--- config.mk ---
export PLATFORM = sky130hd
export DESIGN_NAME = serirq_agent
export DESIGN_NICKNAME = d
export VERILOG_FILES = /design/src/rtl/serirq_pkg.sv /design/src/rtl/serirq_slot_mux.sv /design/src/rtl/serirq_change_det.sv /design/src/rtl/serirq_frame_fsm.sv /design/src/rtl/serirq_agent.sv
export SDC_FILE = /design/constraint.sdc
export NUM_CORES = 1
export LEC_CHECK = 0
export BUFFER_PORTS_ARGS = -buffer_cell sky130_fd_sc_hd__buf_2
export CORE_MARGIN = 2
export CORE_UTILIZATION = 53
export DETAILED_ROUTE_END_ITERATION = 7
export PLACE_DENSITY = 0.78
export RECOVER_POWER = 25
export SYNTH_ARGS = -nofsm -noshare
export SYNTH_HDL_FRONTEND = slang
export SYNTH_SLANG_ARGS = --single-unit
--- constraint.sdc ---
create_clock -name clk -period 2.3 [get_ports clk]
set_clock_uncertainty 0.15 [all_clocks]
set_input_delay 0.69 -clock clk [delete_from_list [all_inputs] [get_ports clk]]
set_output_delay 0.69 -clock clk [all_outputs]
set_load 0.05 [all_outputs]
--- src/rtl/serirq_pkg.sv ---
package serirq_pkg;

    typedef enum logic [2:0] {
        ST_IDLE,
        ST_ASSIST,
        ST_START,
        ST_TA,
        ST_SLOT,
        ST_STOP
    } agent_state_e;

    typedef enum logic [1:0] {
        PH_SAMPLE,
        PH_RECOV,
        PH_TURN
    } slot_phase_e;

    typedef enum logic {
        MODE_CONT,
        MODE_QUIET
    } line_mode_e;

endpackage

--- src/rtl/serirq_slot_mux.sv ---
module serirq_slot_mux #(
    parameter int NUM_ISA  = 16,
    parameter int NUM_PCI  = 4,
    parameter int SMI_SLOT = 2,
    localparam int NUM_SLOTS = NUM_ISA + NUM_PCI
) (
    input  logic [NUM_ISA-1:0]   irq_req,
    input  logic [NUM_PCI-1:0]   pci_int,
    input  logic                 smi_req,
    input  logic                 smi_to_irq2,
    input  logic                 pci_slots_en,
    output logic [NUM_SLOTS-1:0] slot_vec,
    output logic [NUM_SLOTS-1:0] slot_mask
);

    for (genvar i = 0; i < NUM_ISA; i++) begin : g_isa
        if (i == SMI_SLOT) begin : g_smi
            assign slot_vec[i] = smi_to_irq2 ? smi_req : irq_req[i];
        end else begin : g_plain
            assign slot_vec[i] = irq_req[i];
        end
        assign slot_mask[i] = 1'b1;
    end

    for (genvar j = 0; j < NUM_PCI; j++) begin : g_pci
        assign slot_vec[NUM_ISA+j]  = pci_int[j];
        assign slot_mask[NUM_ISA+j] = pci_slots_en;
    end

endmodule

--- src/rtl/serirq_change_det.sv ---
module serirq_change_det #(
    parameter int WIDTH = 20
) (
    input  logic [WIDTH-1:0] slot_vec,
    input  logic [WIDTH-1:0] sent_vec,
    input  logic [WIDTH-1:0] slot_mask,
    output logic             changed
);

    logic [WIDTH-1:0] diff;

    always_comb begin
        diff    = (slot_vec ^ sent_vec) & slot_mask;
        changed = |diff;
    end

endmodule

--- src/rtl/serirq_frame_fsm.sv ---
module serirq_frame_fsm
    import serirq_pkg::*;
#(
    parameter int NUM_ISA        = 16,
    parameter int NUM_PCI        = 4,
    parameter int STOP_CNT_W     = 3,
    parameter int QUIET_STOP_LEN = 2,
    localparam int NUM_SLOTS = NUM_ISA + NUM_PCI,
    localparam int IDX_W     = $clog2(NUM_SLOTS)
) (
    input  logic                 clk,
    input  logic                 rst_n,
    input  logic                 ser_in,
    input  logic [NUM_SLOTS-1:0] slot_vec,
    input  logic                 pci_slots_en,
    input  logic                 changed,
    output logic                 ser_oe,
    output logic                 ser_out,
    output logic                 in_packet,
    output logic [NUM_SLOTS-1:0] sent_vec
);

    localparam logic [IDX_W-1:0]      LAST_ISA = IDX_W'(NUM_ISA - 1);
    localparam logic [IDX_W-1:0]      LAST_ALL = IDX_W'(NUM_SLOTS - 1);
    localparam logic [STOP_CNT_W-1:0] CNT_MAX  = '1;
    localparam logic [STOP_CNT_W-1:0] CNT_QUIET = STOP_CNT_W'(QUIET_STOP_LEN);

    typedef struct packed {
        agent_state_e          st;
        slot_phase_e           ph;
        line_mode_e            mode;
        logic [IDX_W-1:0]      idx;
        logic [STOP_CNT_W-1:0] lowcnt;
        logic [NUM_SLOTS-1:0]  sent;
        logic                  oe;
        logic                  dout;
    } fsm_t;

    fsm_t s_d, s_q;
    logic [IDX_W-1:0] last_idx;
    logic [IDX_W-1:0] nxt_idx;

    always_comb begin
        last_idx = pci_slots_en ? LAST_ALL : LAST_ISA;
        nxt_idx  = s_q.idx + 1'b1;
        s_d      = s_q;
        s_d.oe   = 1'b0;
        s_d.dout = 1'b0;
        unique case (s_q.st)
            ST_IDLE: begin
                if (!ser_in) begin
                    s_d.st = ST_START;
                end else if (s_q.mode == MODE_QUIET && changed) begin
                    s_d.st   = ST_ASSIST;
                    s_d.oe   = 1'b1;
                    s_d.dout = 1'b0;
                end
            end
            ST_ASSIST: begin
                s_d.st = ST_START;
            end
            ST_START: begin
                if (ser_in) begin
                    s_d.st = ST_TA;
                end
            end
            ST_TA: begin
                s_d.st      = ST_SLOT;
                s_d.ph      = PH_SAMPLE;
                s_d.idx     = '0;
                s_d.oe      = slot_vec[0];
                s_d.sent[0] = slot_vec[0];
            end
            ST_SLOT: begin
                unique case (s_q.ph)
                    PH_SAMPLE: begin
                        s_d.ph   = PH_RECOV;
                        s_d.oe   = s_q.oe;
                        s_d.dout = 1'b1;
                    end
                    PH_RECOV: begin
                        s_d.ph = PH_TURN;
                    end
                    default: begin
                        if (s_q.idx == last_idx) begin
                            s_d.st     = ST_STOP;
                            s_d.lowcnt = '0;
                        end else begin
                            s_d.idx           = nxt_idx;
                            s_d.ph            = PH_SAMPLE;
                            s_d.oe            = slot_vec[nxt_idx];
                            s_d.sent[nxt_idx] = slot_vec[nxt_idx];
                        end
                    end
                endcase
            end
            ST_STOP: begin
                if (!ser_in) begin
                    if (s_q.lowcnt != CNT_MAX) begin
                        s_d.lowcnt = s_q.lowcnt + 1'b1;
                    end
                end else if (s_q.lowcnt != '0) begin
                    s_d.st   = ST_IDLE;
                    s_d.mode = (s_q.lowcnt == CNT_QUIET) ? MODE_QUIET : MODE_CONT;
                end
            end
            default: begin
                s_d.st = ST_IDLE;
            end
        endcase
    end

    always_ff @(posedge clk) begin
        if (!rst_n) begin
            s_q.st     <= ST_IDLE;
            s_q.ph     <= PH_SAMPLE;
            s_q.mode   <= MODE_CONT;
            s_q.idx    <= '0;
            s_q.lowcnt <= '0;
            s_q.sent   <= '0;
            s_q.oe     <= 1'b0;
            s_q.dout   <= 1'b0;
        end else begin
            s_q <= s_d;
        end
    end

    assign ser_oe    = s_q.oe;
    assign ser_out   = s_q.dout;
    assign in_packet = (s_q.st == ST_TA) || (s_q.st == ST_SLOT);
    assign sent_vec  = s_q.sent;

endmodule

--- src/rtl/serirq_agent.sv ---
module serirq_agent #(
    parameter int NUM_ISA        = 16,
    parameter int NUM_PCI        = 4,
    parameter int SMI_SLOT       = 2,
    parameter int STOP_CNT_W     = 3,
    parameter int QUIET_STOP_LEN = 2
) (
    input  logic               clk,
    input  logic               rst_n,
    input  logic [NUM_ISA-1:0] irq_req,
    input  logic [NUM_PCI-1:0] pci_int,
    input  logic               smi_req,
    input  logic               smi_to_irq2,
    input  logic               pci_slots_en,
    input  logic               ser_in,
    output logic               ser_oe,
    output logic               ser_out
);

    localparam int NUM_SLOTS = NUM_ISA + NUM_PCI;

    logic [NUM_SLOTS-1:0] slot_vec;
    logic [NUM_SLOTS-1:0] slot_mask;
    logic [NUM_SLOTS-1:0] sent_vec;
    logic                 changed;
    logic                 in_packet;

    serirq_slot_mux #(
        .NUM_ISA (NUM_ISA),
        .NUM_PCI (NUM_PCI),
        .SMI_SLOT(SMI_SLOT)
    ) u_mux (
        .irq_req     (irq_req),
        .pci_int     (pci_int),
        .smi_req     (smi_req),
        .smi_to_irq2 (smi_to_irq2),
        .pci_slots_en(pci_slots_en),
        .slot_vec    (slot_vec),
        .slot_mask   (slot_mask)
    );

    serirq_change_det #(
        .WIDTH(NUM_SLOTS)
    ) u_chg (
        .slot_vec (slot_vec),
        .sent_vec (sent_vec),
        .slot_mask(slot_mask),
        .changed  (changed)
    );

    serirq_frame_fsm #(
        .NUM_ISA       (NUM_ISA),
        .NUM_PCI       (NUM_PCI),
        .STOP_CNT_W    (STOP_CNT_W),
        .QUIET_STOP_LEN(QUIET_STOP_LEN)
    ) u_fsm (
        .clk         (clk),
        .rst_n       (rst_n),
        .ser_in      (ser_in),
        .slot_vec    (slot_vec),
        .pci_slots_en(pci_slots_en),
        .changed     (changed),
        .ser_oe      (ser_oe),
        .ser_out     (ser_out),
        .in_packet   (in_packet),
        .sent_vec    (sent_vec)
    );

endmodule

==> After elaboration in Yosys (flattened, before gate mapping) <==
Index checks and enable logic that the tools add are counted.
{ "classes": {"reduce_logical": 15, "bitwise": 4, "n_addsub": 2, "mux": 34, "n_eq_ne": 20, "order_cmp": 2} }
{ "op_table": {"columns": ["cell", "count"], "rows": [
  ["3-bit two-way mux", 10],
  ["28-bit two-way mux", 1],
  ["21-bit two-way mux", 1],
  ["20-bit bitwise AND", 1],
  ["20-bit bitwise mux", 1],
  ["20-bit OR reduction", 1],
  ["20-bit bitwise XOR", 1],
  ["3-bit one-hot mux with 6 select lines", 1],
  ["2-bit inequality test (second input constant)", 6],
  ["5-bit two-way mux", 2],
  ["5-bit one-hot mux with 2 select lines", 1],
  ["3-bit by 2-bit == test with 1-bit output (second input constant)", 3],
  ["3-bit AND reduction", 3],
  ["2-bit one-hot mux with 2 select lines", 2],
  ["3-bit == test (second input constant)", 2],
  ["5-bit by 6-bit < comparator with 1-bit output (second input constant)", 1],
  ["2-bit two-way mux", 3],
  ["2-bit by 1-bit inequality test with 1-bit output (second input constant)", 3],
  ["1-bit one-hot mux with 2 select lines", 3],
  ["3-bit one-hot mux with 2 select lines", 1],
  ["6-bit AND reduction", 1],
  ["5-bit by 1-bit adder with 5-bit output (second input constant)", 1],
  ["1-bit binary-select mux with 5-bit select", 1],
  ["1-bit demux with 5-bit select", 1],
  ["19 further kinds", 26]
]} }
{ "totals": {"word_cells": 86, "output_inout_bits": 2, "ff_bits": 36, "input_bits": 26} }

==> Depth between registers and ports, before layout <==
Gate-level depths: netlist (run 1).
{ "depth": {"depth_word": 9, "mapped_depth": 10, "mapped_depth_nobuf": 8} }

==> Hierarchy <==
Synthesis (run 1) repeated with hierarchy kept, for this count alone.
{ "unflattened": {"cells_unflattened": 349, "hier_area_um2": 2931.6} }
{ "by_module_without_submodules": {"columns": ["module", "cells_per_inst", "area_per_inst_um2", "seq_area_each_um2", "instances"], "rows": [
  ["serirq_frame_fsm", 276, 2328.5, 720.7, 1],
  ["serirq_slot_mux", 41, 311.5, 0.0, 1],
  ["serirq_change_det", 32, 291.5, 0.0, 1]
]} }

==> Least setup slack after synthesis (run 1) <==
No wires, ideal clock.
{ "synth_path": {"path_kind": "register -> register", "startpoint": "register u_fsm.s_q[25] (netlist name)", "endpoint": "register u_fsm.s_q (netlist bit u_fsm.sent_vec[14])", "setup_ns": 0.142, "t_arrival_ns": 2.269, "path_stages_with_launch": 10, "setup_slack_ns": -0.261, "required_ns": 2.008, "cell_sequence": "dfxtp_1 -> buf_2 -> inv_1 -> ha_1 -> clkbuf_1 -> mux4_2 -> o221a_2 -> nor2_2 -> buf_6 -> a211oi_2"} }
{ "synth_between": {"elab_chain_cells": 6, "word_cells_on_any_way": 12, "cone_classes": "1 x add/sub; 2 x order compare; 1 x eq/ne; 5 x mux; 1 x bitwise; 2 x reduce/logical"} }
{ "synth_rtl": {"columns": ["item", "line", "text"], "rows": [
  ["start, declared", "serirq_frame_fsm.sv:39", "fsm_t s_d, s_q;"],
  ["5-bit by 1-bit adder with 5-bit output", "serirq_frame_fsm.sv:45", "nxt_idx = s_q.idx + 1'b1;"],
  ["5-bit by 6-bit < comparator with 1-bit output (not written as such) or 5-bit by 1-bit >= comparator with 1-bit output (tied branches)", "serirq_frame_fsm.sv:92", "s_d.sent[nxt_idx] = slot_vec[nxt_idx];"],
  ["1-bit logical AND (not written as such)", "serirq_frame_fsm.sv:92", null],
  ["1-bit two-way mux (not written as such)", "serirq_frame_fsm.sv:92", null],
  ["1-bit demux with 5-bit select", null, null],
  ["20-bit bitwise mux", "serirq_frame_fsm.sv:92", null]
]} }
Parallel ways exist; a longest one is shown, timed or not. The select of a mux whose other input is x is not followed.
A chain may end at the register's enable or synchronous reset.

==> Worst setup path in the final report (run 1) <==
{ "layout_path": {"startpoint": "register u_fsm.s_q[25] (netlist name)", "endpoint": "register u_fsm.s_q (netlist bit u_fsm.ser_oe)"} }
{ "layout_between": {"elab_chain_cells": 6, "word_cells_on_any_way": 7, "cone_classes": "1 x add/sub; 1 x eq/ne; 5 x mux"} }
{ "layout_rtl": {"columns": ["item", "line", "text"], "rows": [
  ["5-bit by 1-bit adder with 5-bit output", "serirq_frame_fsm.sv:45", null],
  ["1-bit binary-select mux with 5-bit select", "serirq_frame_fsm.sv:91", "s_d.oe = slot_vec[nxt_idx];"],
  ["1-bit two-way mux (not written as such)", "serirq_frame_fsm.sv:91", null],
  ["21-bit two-way mux *", "serirq_frame_fsm.sv:85", "if (s_q.idx == last_idx) begin"],
  ["1-bit one-hot mux with 2 select lines *", "serirq_frame_fsm.sv:75", "unique case (s_q.ph)"],
  ["1-bit one-hot mux with 3 select lines *", "serirq_frame_fsm.sv:49", "unique case (s_q.st)"]
]} }
Mark *: on every way between the ends. The rest lies on a longest branch, timed or not. The select of a mux whose other input is x is not followed.

==> implementation parameters, run 1 <==
Parameter                              Value

Pwr
  LEAKAGE ... 1.11 nW
  Pwr dens ... 414 nW/um^2
  Int Power ... 0.902 mW
  Register share of total power ... 52.2%
  P_sw ... 0.334 mW
  Proportion of power drawn by the clock network ... 36.3%
  Fraction of power spent switching nets ... 27.0%
  Combinational Power Share ... 11.5%
  Peak supply drop ... 0.324 mV

Floorplan
  DIE AREA ... 5080 um^2
  Top-level I/O count ... 28
  Die width ... 71.3 um
  Y dimension of the die ... 71.3 um
  Std-Cell Core Area ... 4350 um^2
  Site row count ... 24
  Starting utilization of the core area ... 55.1%

Outcome
  Result of the run ... finished, final reports clean

Synth
  Synth Warn # ... 0
  #FFs+latches synth ... 36
  Net Count, Synth ... 328
  Average cell area after synthesis ... 8.16 um^2
  Library cells used by synthesis ... 50
  Number of instances in the synthesized netlist ... 294
  Sequential cell area fraction in the yosys report ... 30.0%
  Post-Syn Area ... 2400 um^2

Global route
  Total track usage ... 26.5%
  First-pass GRT wire length ... 10.6 mm
  Antenna violations before repair ... 0
  Global route overflow ... 0
  Grt peak-use layer ... met2
  Met3 usage in global routing ... 4.92%
  Largest net degree at the start of global routing ... 32
  Met1 Use GR ... 34.6%
  Fraction of met2 tracks used by global routing ... 44.2%
  Via count of the first global-routing pass ... 2236

Route
  Via density ... 5.91
  Routed vias ... 2394
  DRC Markers ... 0
  Post-route antenna net violation count ... 0
  Total iterations of the first detailed-routing run ... 4
  Total Wirelength ... 6.52 mm
  Violation count after the first detailed-route iteration ... 131
  Final routed wire length divided by cell count ... 16.1 um

Final layout
  Antenna Diode Count ... 0
  Area added between synthesis and finish ... 24.6%
  Count of nets after finishing ... 387
  Layout Cells excl Fill ... 405
  Fillers ... 345
  Fraction of final layout cells sized beyond drive strength 1 ... 29.5%
  Multi-input logic area ... 1630 um^2
  Finished Core Util ... 68.6%
  Sequential cell area ... 724 um^2

Setup path
  Critical Path Sink Type ... register
  Largest fanout on the critical path ... 5
  Crit Reg-Reg Startpoint ... u_fsm.s_q[25]
  Number of cells traversed by the worst register-to-register path ... 9
  Data required time at the worst endpoint ... 2330 ps
  Kind of critical path ... register to register
  Launching instance or port of the critical path ... u_fsm.s_q[25]
  Arr. time, crit path ... 2300 ps
  Sort of element at the start of the critical path ... register

Placement
  Post-Place Setup Slack ... -218 ps
  Detail Placement HPWL ... 4.82 mm
  GP Congestion ... 0.868
  Number of placed instances with taps included ... 396
  Buffers on Ports ... 27

CTS
  Clock Latency Late Sink ... 310 ps
  Buffer depth of the longest clock path ... 2
  TritonCTS clock tree ... yes
  Clock edge transition at the registers on the reported setup and hold paths ... 80 ps
  Clock Root Buffer ... sky130_fd_sc_hd__clkbuf_8
  H-tree depth ... 2
  Cts hold-fix bufs ... 0
  Total clock sinks ... 36
  Inserted Clock Buffers ... 5

STA
  Worst relative slew slack ... 58.8%
  Max Transition Viols Final ... 0
  Worst hold margin ... 327 ps
  Hold violation count in the final report ... 0
  Highest clock rate ... 0.440 GHz
  Final worst path period share ... 98.7%
  Worst-Margin Slew ... 615 ps
  Number of endpoints failing setup at the final stage ... 0
  Sum of negative setup slack ... 0 ps
  Setup ws final ... 29.1 ps
  Final critical delay including setup and external delays ... 2270 ps
  RSZ-0062 raised after global routing ... yes

Min path
  Launch point of the worst hold path ... u_fsm.s_q[22]
  Class of the tightest hold or removal check ... register to register
  Hold Path Cell Cnt ... 2

Run
  MaxCap Viol Count ... 0
## logic make-up after synthesis
group / synth area share, %
AO/OA/AOI/OAI: 20.5
XOR/XNOR: 8.35
adder cells (fa/ha/maj): 4.17
buffers and inverters: 5.27
flip-flops: 30.0
multiplexers: 6.62
AND/OR/NAND/NOR: 25.0
## synthesized netlist by cell type, drive strengths merged
| cell | instances | share of area [%] |
|---|---|---|
| mux2i | 8 | 3.3 |
| mux4 | 2 | 1.9 |
| and2 | 2 | 0.52 |
| a2111oi | 1 | 0.37 |
| a41oi | 1 | 0.37 |
| a311oi | 3 | 1.1 |
| ha | 8 | 4.2 |
| a221oi | 1 | 0.37 |
| nor2b | 5 | 1.3 |
| a21o | 1 | 0.31 |
| a31oi | 5 | 1.3 |
| nor4bb | 2 | 0.83 |
| o221a | 1 | 0.47 |
| xnor2 | 17 | 6.5 |
| nor2 | 49 | 7.8 |
| o21bai | 1 | 0.31 |
| o22ai | 3 | 0.78 |
| nand2b | 5 | 1.3 |
| xor2 | 5 | 1.8 |
| a22oi | 1 | 0.31 |
| clkbuf | 11 | 1.7 |
| nand4 | 13 | 3.4 |
| nor3 | 10 | 2.1 |
| nand3 | 8 | 1.7 |
| inv | 11 | 1.7 |
| mux2 | 3 | 1.4 |
| o211ai | 2 | 0.63 |
| o32ai | 1 | 0.68 |
| and3 | 3 | 0.78 |
| a211oi | 16 | 7.1 |
| a2bb2oi | 1 | 0.37 |
| nor4b | 1 | 0.37 |
| dfxtp | 36 | 30 |
| nand2 | 17 | 2.7 |
| o21ai | 14 | 2.9 |
| a32oi | 1 | 0.37 |
| o41ai | 1 | 0.37 |
| o21a | 1 | 0.31 |
| nand3b | 1 | 0.31 |
| nor4 | 3 | 0.78 |
| nand4b | 2 | 0.73 |
| a21oi | 10 | 2.1 |
| buf | 5 | 1.8 |
| or2 | 2 | 0.52 |
## state kept, by name, indices dropped and copies added, names as in the netlist
signal / flops
u_fsm.s_q: 14
u_fsm.ser_oe: 1
u_fsm.sent_vec: 20
u_fsm.ser_out: 1
## area by class of cell
| cell class | count | area share [%] |
|---|---|---|
| Clock inverter | 2 | 0.419 |
| Sequential cell | 36 | 24.2 |
| Tap cell | 52 | 2.18 |
| Multi-Input combinational cell | 231 | 54.4 |
| Timing Repair Buffer | 68 | 15.0 |
| Inverter | 11 | 1.38 |
| Clock buffer | 5 | 2.30 |
## final timing paths
check	to	slack (ps)
max	u_fsm.ser_oe	30
min	u_fsm.s_q[22]	330
max reg2reg	u_fsm.ser_oe	30
min reg2reg	u_fsm.s_q[22]	330
## per-layer routing
layer,vias to the layer above,part of all wire [%]
met5,-,0
met4,0,1.7
met3,12,4.4
met2,60,50
met1,1144,44
li1,1178,-
## power groups by stage
stage,logic [mW],clock network [mW],registers [mW]
after floorplan,0.0839,0,0.652
after global placement,0.135,0,0.658
after detailed placement,0.138,0,0.659
after CTS,0.140,0.446,0.644
after global routing,0.156,0.475,0.647
final,0.142,0.448,0.645
## critical path, stage by stage, from the launching register on
cell	delay, ps
sky130_fd_sc_hd__dfxtp_2	360
sky130_fd_sc_hd__ha_4	200
sky130_fd_sc_hd__xnor2_4	220
sky130_fd_sc_hd__buf_4	170
sky130_fd_sc_hd__mux2_2	340
sky130_fd_sc_hd__o22ai_2	210
sky130_fd_sc_hd__nor4_4	70
sky130_fd_sc_hd__buf_4	150
sky130_fd_sc_hd__o21ai_0	160
sky130_fd_sc_hd__a41oi_1	120
## layout by cell type (no fill, tap or decap), drive strengths merged, types with 8 or more instances in the layout
cell type,count
nand4,13
nor2,49
ha,8
inv,11
dfxtp,36
a21oi,10
buf,65
xnor2,17
o21ai,14
mux2i,8
nand3,8
nor3,10
a211oi,16
nand2,17
clkbuf,8
## metrics by stage
stage	cell area, um^2	total power, mW
floorplan	2410	0.736
finish	2990	1.24
CTS	2950	1.23
detailed placement	2830	0.797
global route	2990	1.28
global placement	2830	0.794
## what timing repair did
action | in CTS | in global routing
endpoints found under the setup margin | 14 | 20
cloned | 0 | 0
buffers inserted | 0 | 2
resized for setup | 8 | 5
pin swaps | 1 | 2
Note: power is estimated with default switching activity, not from simulation.
==> run 2: changes to the inputs <==
--- a/config.mk
+++ b/config.mk
@@ -7,9 +7,9 @@
 export LEC_CHECK = 0
 export BUFFER_PORTS_ARGS = -buffer_cell sky130_fd_sc_hd__buf_2
 export CORE_MARGIN = 2
-export CORE_UTILIZATION = 53
+export CORE_UTILIZATION = 50
 export DETAILED_ROUTE_END_ITERATION = 7
-export PLACE_DENSITY = 0.78
+export PLACE_DENSITY = 0.75
 export RECOVER_POWER = 25
 export SYNTH_ARGS = -nofsm -noshare
 export SYNTH_HDL_FRONTEND = slang
==> implementation parameters, run 2 (same netlist as run 1, synthesis figures left out) <==
Parameter                              Value

Outcome
  Result of the run ... finished, final reports clean (unchanged)

Route
  Routed vias ... 2349 (was 2394)
  Total iterations of the first detailed-routing run ... 5 (was 4)
  Violation count after the first detailed-route iteration ... 185 (was 131)
  Post-route antenna net violation count ... 0 (unchanged)
  Total Wirelength ... 6.28 mm (was 6.52 mm)
  Final routed wire length divided by cell count ... 15.5 um (was 16.1 um)
  Via density ... 5.81 (was 5.91)
  DRC Markers ... 0 (unchanged)

Pwr
  Overall Power ... 1.25 mW (was 1.24 mW)
  Pwr dens ... 418 nW/um^2 (was 414 nW/um^2)
  Peak supply drop ... 0.359 mV (was 0.324 mV)
  LEAKAGE ... 1.10 nW (was 1.11 nW)

Setup path
  Number of buffer and inverter instances along the worst setup path ... 1 (was 2)
  Largest fanout on the critical path ... 6 (was 5)
  Cells traversed along the worst timing path ... ha_4 -> xnor2_4 -> mux2_2 -> o22ai_2 -> nor4_4 -> buf_4 -> o21ai_0 -> a41oi_1 (was ha_4 -> xnor2_4 -> buf_4 -> mux2_2 -> o22ai_2 -> nor4_4 -> buf_4 -> o21ai_0 -> a41oi_1)
  Critical Path Sink Type ... register (unchanged)
  Sort of element at the start of the critical path ... register (unchanged)
  CP max stage cell ... sky130_fd_sc_hd__mux2_2 (was sky130_fd_sc_hd__dfxtp_2)
  CP max stage delay ... 390 ps (was 360 ps)
  Kind of critical path ... register to register (unchanged)
  Top cell family by delay on the critical path ... compound AO/OA/AOI/OAI gates (unchanged)
  Arr. time, crit path ... 2210 ps (was 2300 ps)
  Data required time at the worst endpoint ... 2300 ps (was 2330 ps)

STA
  Highest clock rate ... 0.454 GHz (was 0.440 GHz)
  Hold violation count in the final report ... 0 (unchanged)
  Number of endpoints failing setup at the final stage ... 0 (unchanged)
  Sum of negative setup slack ... 0 ps (unchanged)
  Final worst path period share ... 95.9% (was 98.7%)
  Worst relative slew slack ... 60.9% (was 58.8%)
  Max Transition Viols Final ... 0 (unchanged)
  Final critical delay including setup and external delays ... 2200 ps (was 2270 ps)
  Worst-Margin Slew ... 588 ps (was 615 ps)

Floorplan
  Top-level I/O count ... 28 (unchanged)
  Std-Cell Core Area ... 4660 um^2 (was 4350 um^2)
  Y dimension of the die ... 73.3 um (was 71.3 um)
  Site row count ... 25 (was 24)
  DIE AREA ... 5370 um^2 (was 5080 um^2)
  Die width ... 73.3 um (was 71.3 um)
  Starting utilization of the core area ... 51.5% (was 55.1%)

Placement
  Detail Placement HPWL ... 4.70 mm (was 4.82 mm)
  GP Congestion ... 0.883 (was 0.868)
  Cell area reported after detailed placement ... 2800 um^2 (was 2830 um^2)
  Buffers on Ports ... 27 (unchanged)
  Number of placed instances with taps included ... 394 (was 396)

CTS
  Total clock sinks ... 36 (unchanged)
  Clock Root Buffer ... sky130_fd_sc_hd__clkbuf_8 (unchanged)
  H-tree depth ... 2 (unchanged)
  Clock edge transition at the registers on the reported setup and hold paths ... 70 ps (was 80 ps)
  Cts hold-fix bufs ... 0 (unchanged)
  Clock Latency Late Sink ... 290 ps (was 310 ps)
  Buffer depth of the longest clock path ... 2 (unchanged)
  TritonCTS clock tree ... yes (unchanged)
  Inserted Clock Buffers ... 5 (unchanged)

Final layout
  Layout Cells excl Fill ... 404 (was 405)
  Area added between synthesis and finish ... 25.0% (was 24.6%)
  Most frequent cells in the layout ... sky130_fd_sc_hd__nor2_1 (48), sky130_fd_sc_hd__buf_4 (35), sky130_fd_sc_hd__dfxtp_1 (32), sky130_fd_sc_hd__buf_2 (25), sky130_fd_sc_hd__nand2_1 (17) (was sky130_fd_sc_hd__nor2_1 (48), sky130_fd_sc_hd__buf_4 (39), sky130_fd_sc_hd__dfxtp_1 (33), sky130_fd_sc_hd__buf_2 (25), sky130_fd_sc_hd__nand2_1 (17))
  Antenna Diode Count ... 0 (unchanged)
  Max reg flops ... 20 (unchanged)
  Count of nets after finishing ... 383 (was 387)
  Fraction of final layout cells sized beyond drive strength 1 ... 30.0% (was 29.5%)
  Area of all placed cells without fillers ... 3000 um^2 (was 2990 um^2)
  Most common cell after layout, fill and taps aside ... sky130_fd_sc_hd__nor2_1 (unchanged)
  Finished Core Util ... 64.3% (was 68.6%)

Global route
  First-pass GRT wire length ... 10.4 mm (was 10.6 mm)
  Antenna violations before repair ... 0 (unchanged)
  Total track usage ... 25.1% (was 26.5%)
  Global route overflow ... 0 (unchanged)
  Largest net degree at the start of global routing ... 32 (unchanged)
  Via count of the first global-routing pass ... 2236 (unchanged)

Min path
  Class of the tightest hold or removal check ... register to register (unchanged)

Run
  MaxCap Viol Count ... 0 (unchanged)
==> run 2: cell count changes in the layout (fill, tap and decap cells not counted), sizes merged <==
cell,before,now
buf,65,61
clkbuf,8,11
clkinv,1,0
clkinvlp,1,0
==> run 2: layout make-up <==
class                           count  area, um^2
Sequential cell                    36         728
Fill cell                         398        1660
Multi-Input combinational cell    231        1650
Clock buffer                        8        90.1
Inverter                           11        41.3
Tap cell                           54        67.6
Timing Repair Buffer               64         419
==> run 2: worst min-delay path: cells and delay by family, from the launching register on <==
family / cells / cell delay, ps
AOI/OAI and AO/OA: 1 / 50
and+or+nand+nor: 1 / 50
DFF: 1 / 320
==> run 2: path summary, 6_finish.rpt <==
kind,slack [ps],endpoint,from,cells past startpoint
setup / recovery,100,u_fsm.ser_oe,u_fsm.s_q[25],8
hold / removal,330,u_fsm.s_q[22],u_fsm.s_q[22],2
setup reg to reg,100,u_fsm.ser_oe,u_fsm.s_q[25],8
hold reg to reg,330,u_fsm.s_q[22],u_fsm.s_q[22],2
==> run 2: layer usage <==
| metal | part of all wire, % | global-route usage (%) | vias up |
|---|---|---|---|
| met5 | 0 | 0 | - |
| met4 | 2.0 | 10.5 | 0 |
| met3 | 4.9 | 3.98 | 10 |
| met2 | 48 | 40.1 | 63 |
| met1 | 45 | 33.6 | 1099 |
| li1 | - | - | 1177 |
==> run 2: through the flow <==
step	setup WS, ps	hold WS (ps)
6_report	95.2	326
5_1_grt	-36.1	361
4_1_cts	3.83	330
3_5_place_dp	-171	320
3_3_place_gp	-124	315
2_1_floorplan	4.32	304
==> run 2: where the power goes <==
part / leakage (nW) / internal (mW) / switching (mW)
clock: 0.0455 / 0.245 / 0.223
combinational: 0.764 / 0.0671 / 0.0760
sequential: 0.293 / 0.629 / 0.0143
total: 1.10 / 0.941 / 0.314
==> run 2: repair_timing <==
action,in CTS,in global routing
pin swaps,0,4
setup buffers,0,2
setup endpoints to repair,16,27
gates cloned,0,0
gates resized for setup,3,18
==> run 3: changes to the inputs <==
--- a/config.mk
+++ b/config.mk
@@ -10,7 +10,6 @@
 export CORE_UTILIZATION = 50
 export DETAILED_ROUTE_END_ITERATION = 7
 export PLACE_DENSITY = 0.75
-export RECOVER_POWER = 25
 export SYNTH_ARGS = -nofsm -noshare
 export SYNTH_HDL_FRONTEND = slang
 export SYNTH_SLANG_ARGS = --single-unit
==> implementation parameters, run 3 (same netlist as run 1, synthesis figures left out) <==
Parameter                              Value

Outcome
  Result of the run ... finished, final reports clean (unchanged)

STA
  Sum of negative setup slack ... 0 ps (unchanged)
  Highest clock rate ... 0.449 GHz (was 0.454 GHz)
  Final critical delay including setup and external delays ... 2230 ps (was 2200 ps)
  Worst relative slew slack ... 69.5% (was 60.9%)
  Number of endpoints failing setup at the final stage ... 0 (unchanged)
  Max Transition Viols Final ... 0 (unchanged)
  Worst-Margin Slew ... 456 ps (was 588 ps)
  Hold violation count in the final report ... 0 (unchanged)
  Final worst path period share ... 96.9% (was 95.9%)

Floorplan
  Std-Cell Core Area ... 4660 um^2 (unchanged)
  DIE AREA ... 5370 um^2 (unchanged)
  Y dimension of the die ... 73.3 um (unchanged)
  Top-level I/O count ... 28 (unchanged)
  Site row count ... 25 (unchanged)
  Die width ... 73.3 um (unchanged)
  Starting utilization of the core area ... 51.5% (unchanged)

Final layout
  Area of all placed cells without fillers ... 3010 um^2 (was 3000 um^2)
  Fraction of final layout cells sized beyond drive strength 1 ... 30.9% (was 30.0%)
  Most frequent cells in the layout ... sky130_fd_sc_hd__nor2_1 (48), sky130_fd_sc_hd__buf_4 (36), sky130_fd_sc_hd__dfxtp_1 (32), sky130_fd_sc_hd__buf_2 (27), sky130_fd_sc_hd__nand2_1 (17) (was sky130_fd_sc_hd__nor2_1 (48), sky130_fd_sc_hd__buf_4 (35), sky130_fd_sc_hd__dfxtp_1 (32), sky130_fd_sc_hd__buf_2 (25), sky130_fd_sc_hd__nand2_1 (17))
  Antenna Diode Count ... 0 (unchanged)
  Most common cell after layout, fill and taps aside ... sky130_fd_sc_hd__nor2_1 (unchanged)
  Max reg flops ... 20 (unchanged)
  Count of nets after finishing ... 383 (unchanged)
  Area added between synthesis and finish ... 25.3% (was 25.0%)

Global route
  Total track usage ... 25.1% (unchanged)
  Grt peak-use layer ... met2 (unchanged)
  Met1 Use GR ... 33.6% (unchanged)
  Largest net degree at the start of global routing ... 32 (unchanged)
  Antenna violations before repair ... 0 (unchanged)
  Met3 usage in global routing ... 3.98% (unchanged)
  Global route overflow ... 0 (unchanged)
  Fraction of met2 tracks used by global routing ... 40.1% (unchanged)
  Via count of the first global-routing pass ... 2236 (unchanged)
  First-pass GRT wire length ... 10.4 mm (unchanged)

CTS
  Inserted Clock Buffers ... 5 (unchanged)
  Clock Latency Late Sink ... 290 ps (about the same)
  Total clock sinks ... 36 (unchanged)
  Buffer depth of the longest clock path ... 2 (unchanged)
  Clock edge transition at the registers on the reported setup and hold paths ... 70 ps (about the same)
  Cts hold-fix bufs ... 0 (unchanged)
  TritonCTS clock tree ... yes (unchanged)
  H-tree depth ... 2 (unchanged)
  Clock Root Buffer ... sky130_fd_sc_hd__clkbuf_8 (unchanged)

Min path
  Launch point of the worst hold path ... u_fsm.s_q[22] (unchanged)
  Hold Path Cell Cnt ... 2 (unchanged)
  Class of the tightest hold or removal check ... register to register (unchanged)
  End of the worst hold path ... u_fsm.s_q[22] (unchanged)

Setup path
  Arr. time, crit path ... 2270 ps (was 2210 ps)
  Crit Reg-Reg Startpoint ... u_fsm.s_q[27] (was u_fsm.s_q[25])
  Reg-to-reg slack, setup ... 70 ps (was 100 ps)
  Critical Path Sink Type ... register (unchanged)
  Largest fanout on the critical path ... 14 (was 6)
  Kind of critical path ... register to register (unchanged)
  Sort of element at the start of the critical path ... register (unchanged)
  Data required time at the worst endpoint ... 2340 ps (was 2300 ps)
  Number of cells traversed by the worst register-to-register path ... 8 (unchanged)
  Endpoint of the most critical register-to-register path ... u_fsm.sent_vec[10] (was u_fsm.ser_oe)

Route
  Total Wirelength ... 6.33 mm (was 6.28 mm)
  DRC Markers ... 0 (unchanged)
  Via density ... 5.84 (was 5.81)
  Final routed wire length divided by cell count ... 15.7 um (was 15.5 um)
  Post-route antenna net violation count ... 0 (unchanged)
  Total iterations of the first detailed-routing run ... 4 (was 5)
  Violation count after the first detailed-route iteration ... 179 (was 185)
  Routed vias ... 2360 (was 2349)

Pwr
  Combinational Power Share ... 11.5% (was 11.4%)
  Pwr dens ... 417 nW/um^2 (was 418 nW/um^2)
  Peak supply drop ... 0.358 mV (was 0.359 mV)
  Proportion of power drawn by the clock network ... 37.3% (about the same)
  Fraction of power spent switching nets ... 25.0% (about the same)
  Int Power ... 0.941 mW (about the same)
  Register share of total power ... 51.3% (about the same)
  LEAKAGE ... 1.12 nW (was 1.10 nW)
  P_sw ... 0.313 mW (was 0.314 mW)

Placement
  Detail Placement HPWL ... 4.70 mm (unchanged)
  Buffers on Ports ... 27 (unchanged)
  Cell area reported after detailed placement ... 2800 um^2 (unchanged)
  GP Congestion ... 0.883 (unchanged)

Run
  MaxCap Viol Count ... 0 (unchanged)
==> run 3: cell count changes in the layout (fill, tap and decap cells not counted), sizes merged <==
cell and change:
clkbuf -3, buf +3
==> run 3: per-stage QoR <==
step / power [mW] / util, % / hold WS, ps / std cells / setup WS [ps]
floorplan: 0.736 / - / 304 / 294 / 4.32
global placement: 0.798 / 60.2 / 315 / 394 / -124
detailed placement: 0.799 / 60.2 / 320 / 394 / -171
CTS: 1.26 / 62.6 / 330 / 402 / 3.83
global route: 1.30 / 64.5 / 361 / 404 / -36.1
finish: 1.25 / 64.5 / 326 / 404 / 71.8
==> run 3: how the worst max path moves through the flow <==
stage                     depth (start not counted)           from                  to
final                                             8  u_fsm.s_q[27]  u_fsm.sent_vec[10]
after global routing                              8  u_fsm.s_q[27]   u_fsm.sent_vec[7]
after global placement                            7   pci_slots_en   u_fsm.sent_vec[7]
after floorplan                                   9  u_fsm.s_q[25]  u_fsm.sent_vec[14]
after CTS                                         8  u_fsm.s_q[25]   u_fsm.sent_vec[7]
after detailed placement                          7   pci_slots_en   u_fsm.sent_vec[6]
==> run 3: layout make-up <==
type | count | area [um^2]
Sequential cell | 36 | 728
Inverter | 11 | 41.3
Fill cell | 395 | 1660
Timing Repair Buffer | 64 | 425
Clock buffer | 8 | 90.1
Multi-Input combinational cell | 231 | 1650
Tap cell | 54 | 67.6
==> run 3: routing by layer <==
metal	wire length, um	share of wire (%)
met2	3080	49
met3	248	3.9
met4	127	2.0
met1	2870	45
met5	0	0
==> run 3: power by group through the flow <==
stage               Combinational (mW)  Sequential, mW  Clock (mW)
global placement                 0.139           0.659           0
finish                           0.144           0.643       0.468
global route                     0.158           0.645       0.499
detailed placement               0.141           0.659           0
CTS                              0.141           0.644       0.474
floorplan                       0.0839           0.652           0
==> run 3: critical path, cell delays in order, from the launching register on <==
cell	delay, ps
sky130_fd_sc_hd__dfxtp_2	480
sky130_fd_sc_hd__buf_4	180
sky130_fd_sc_hd__nand3_1	190
sky130_fd_sc_hd__mux2i_1	180
sky130_fd_sc_hd__o22ai_1	200
sky130_fd_sc_hd__o221a_2	290
sky130_fd_sc_hd__nor2_4	70
sky130_fd_sc_hd__buf_12	160
sky130_fd_sc_hd__a211oi_1	240
==> run 3: timing repair <==
item                       4_1_cts  5_1_grt
pin swaps                        0        4
buffers inserted                 0        2
setup endpoints to repair       16       27
gates resized for setup          3       18
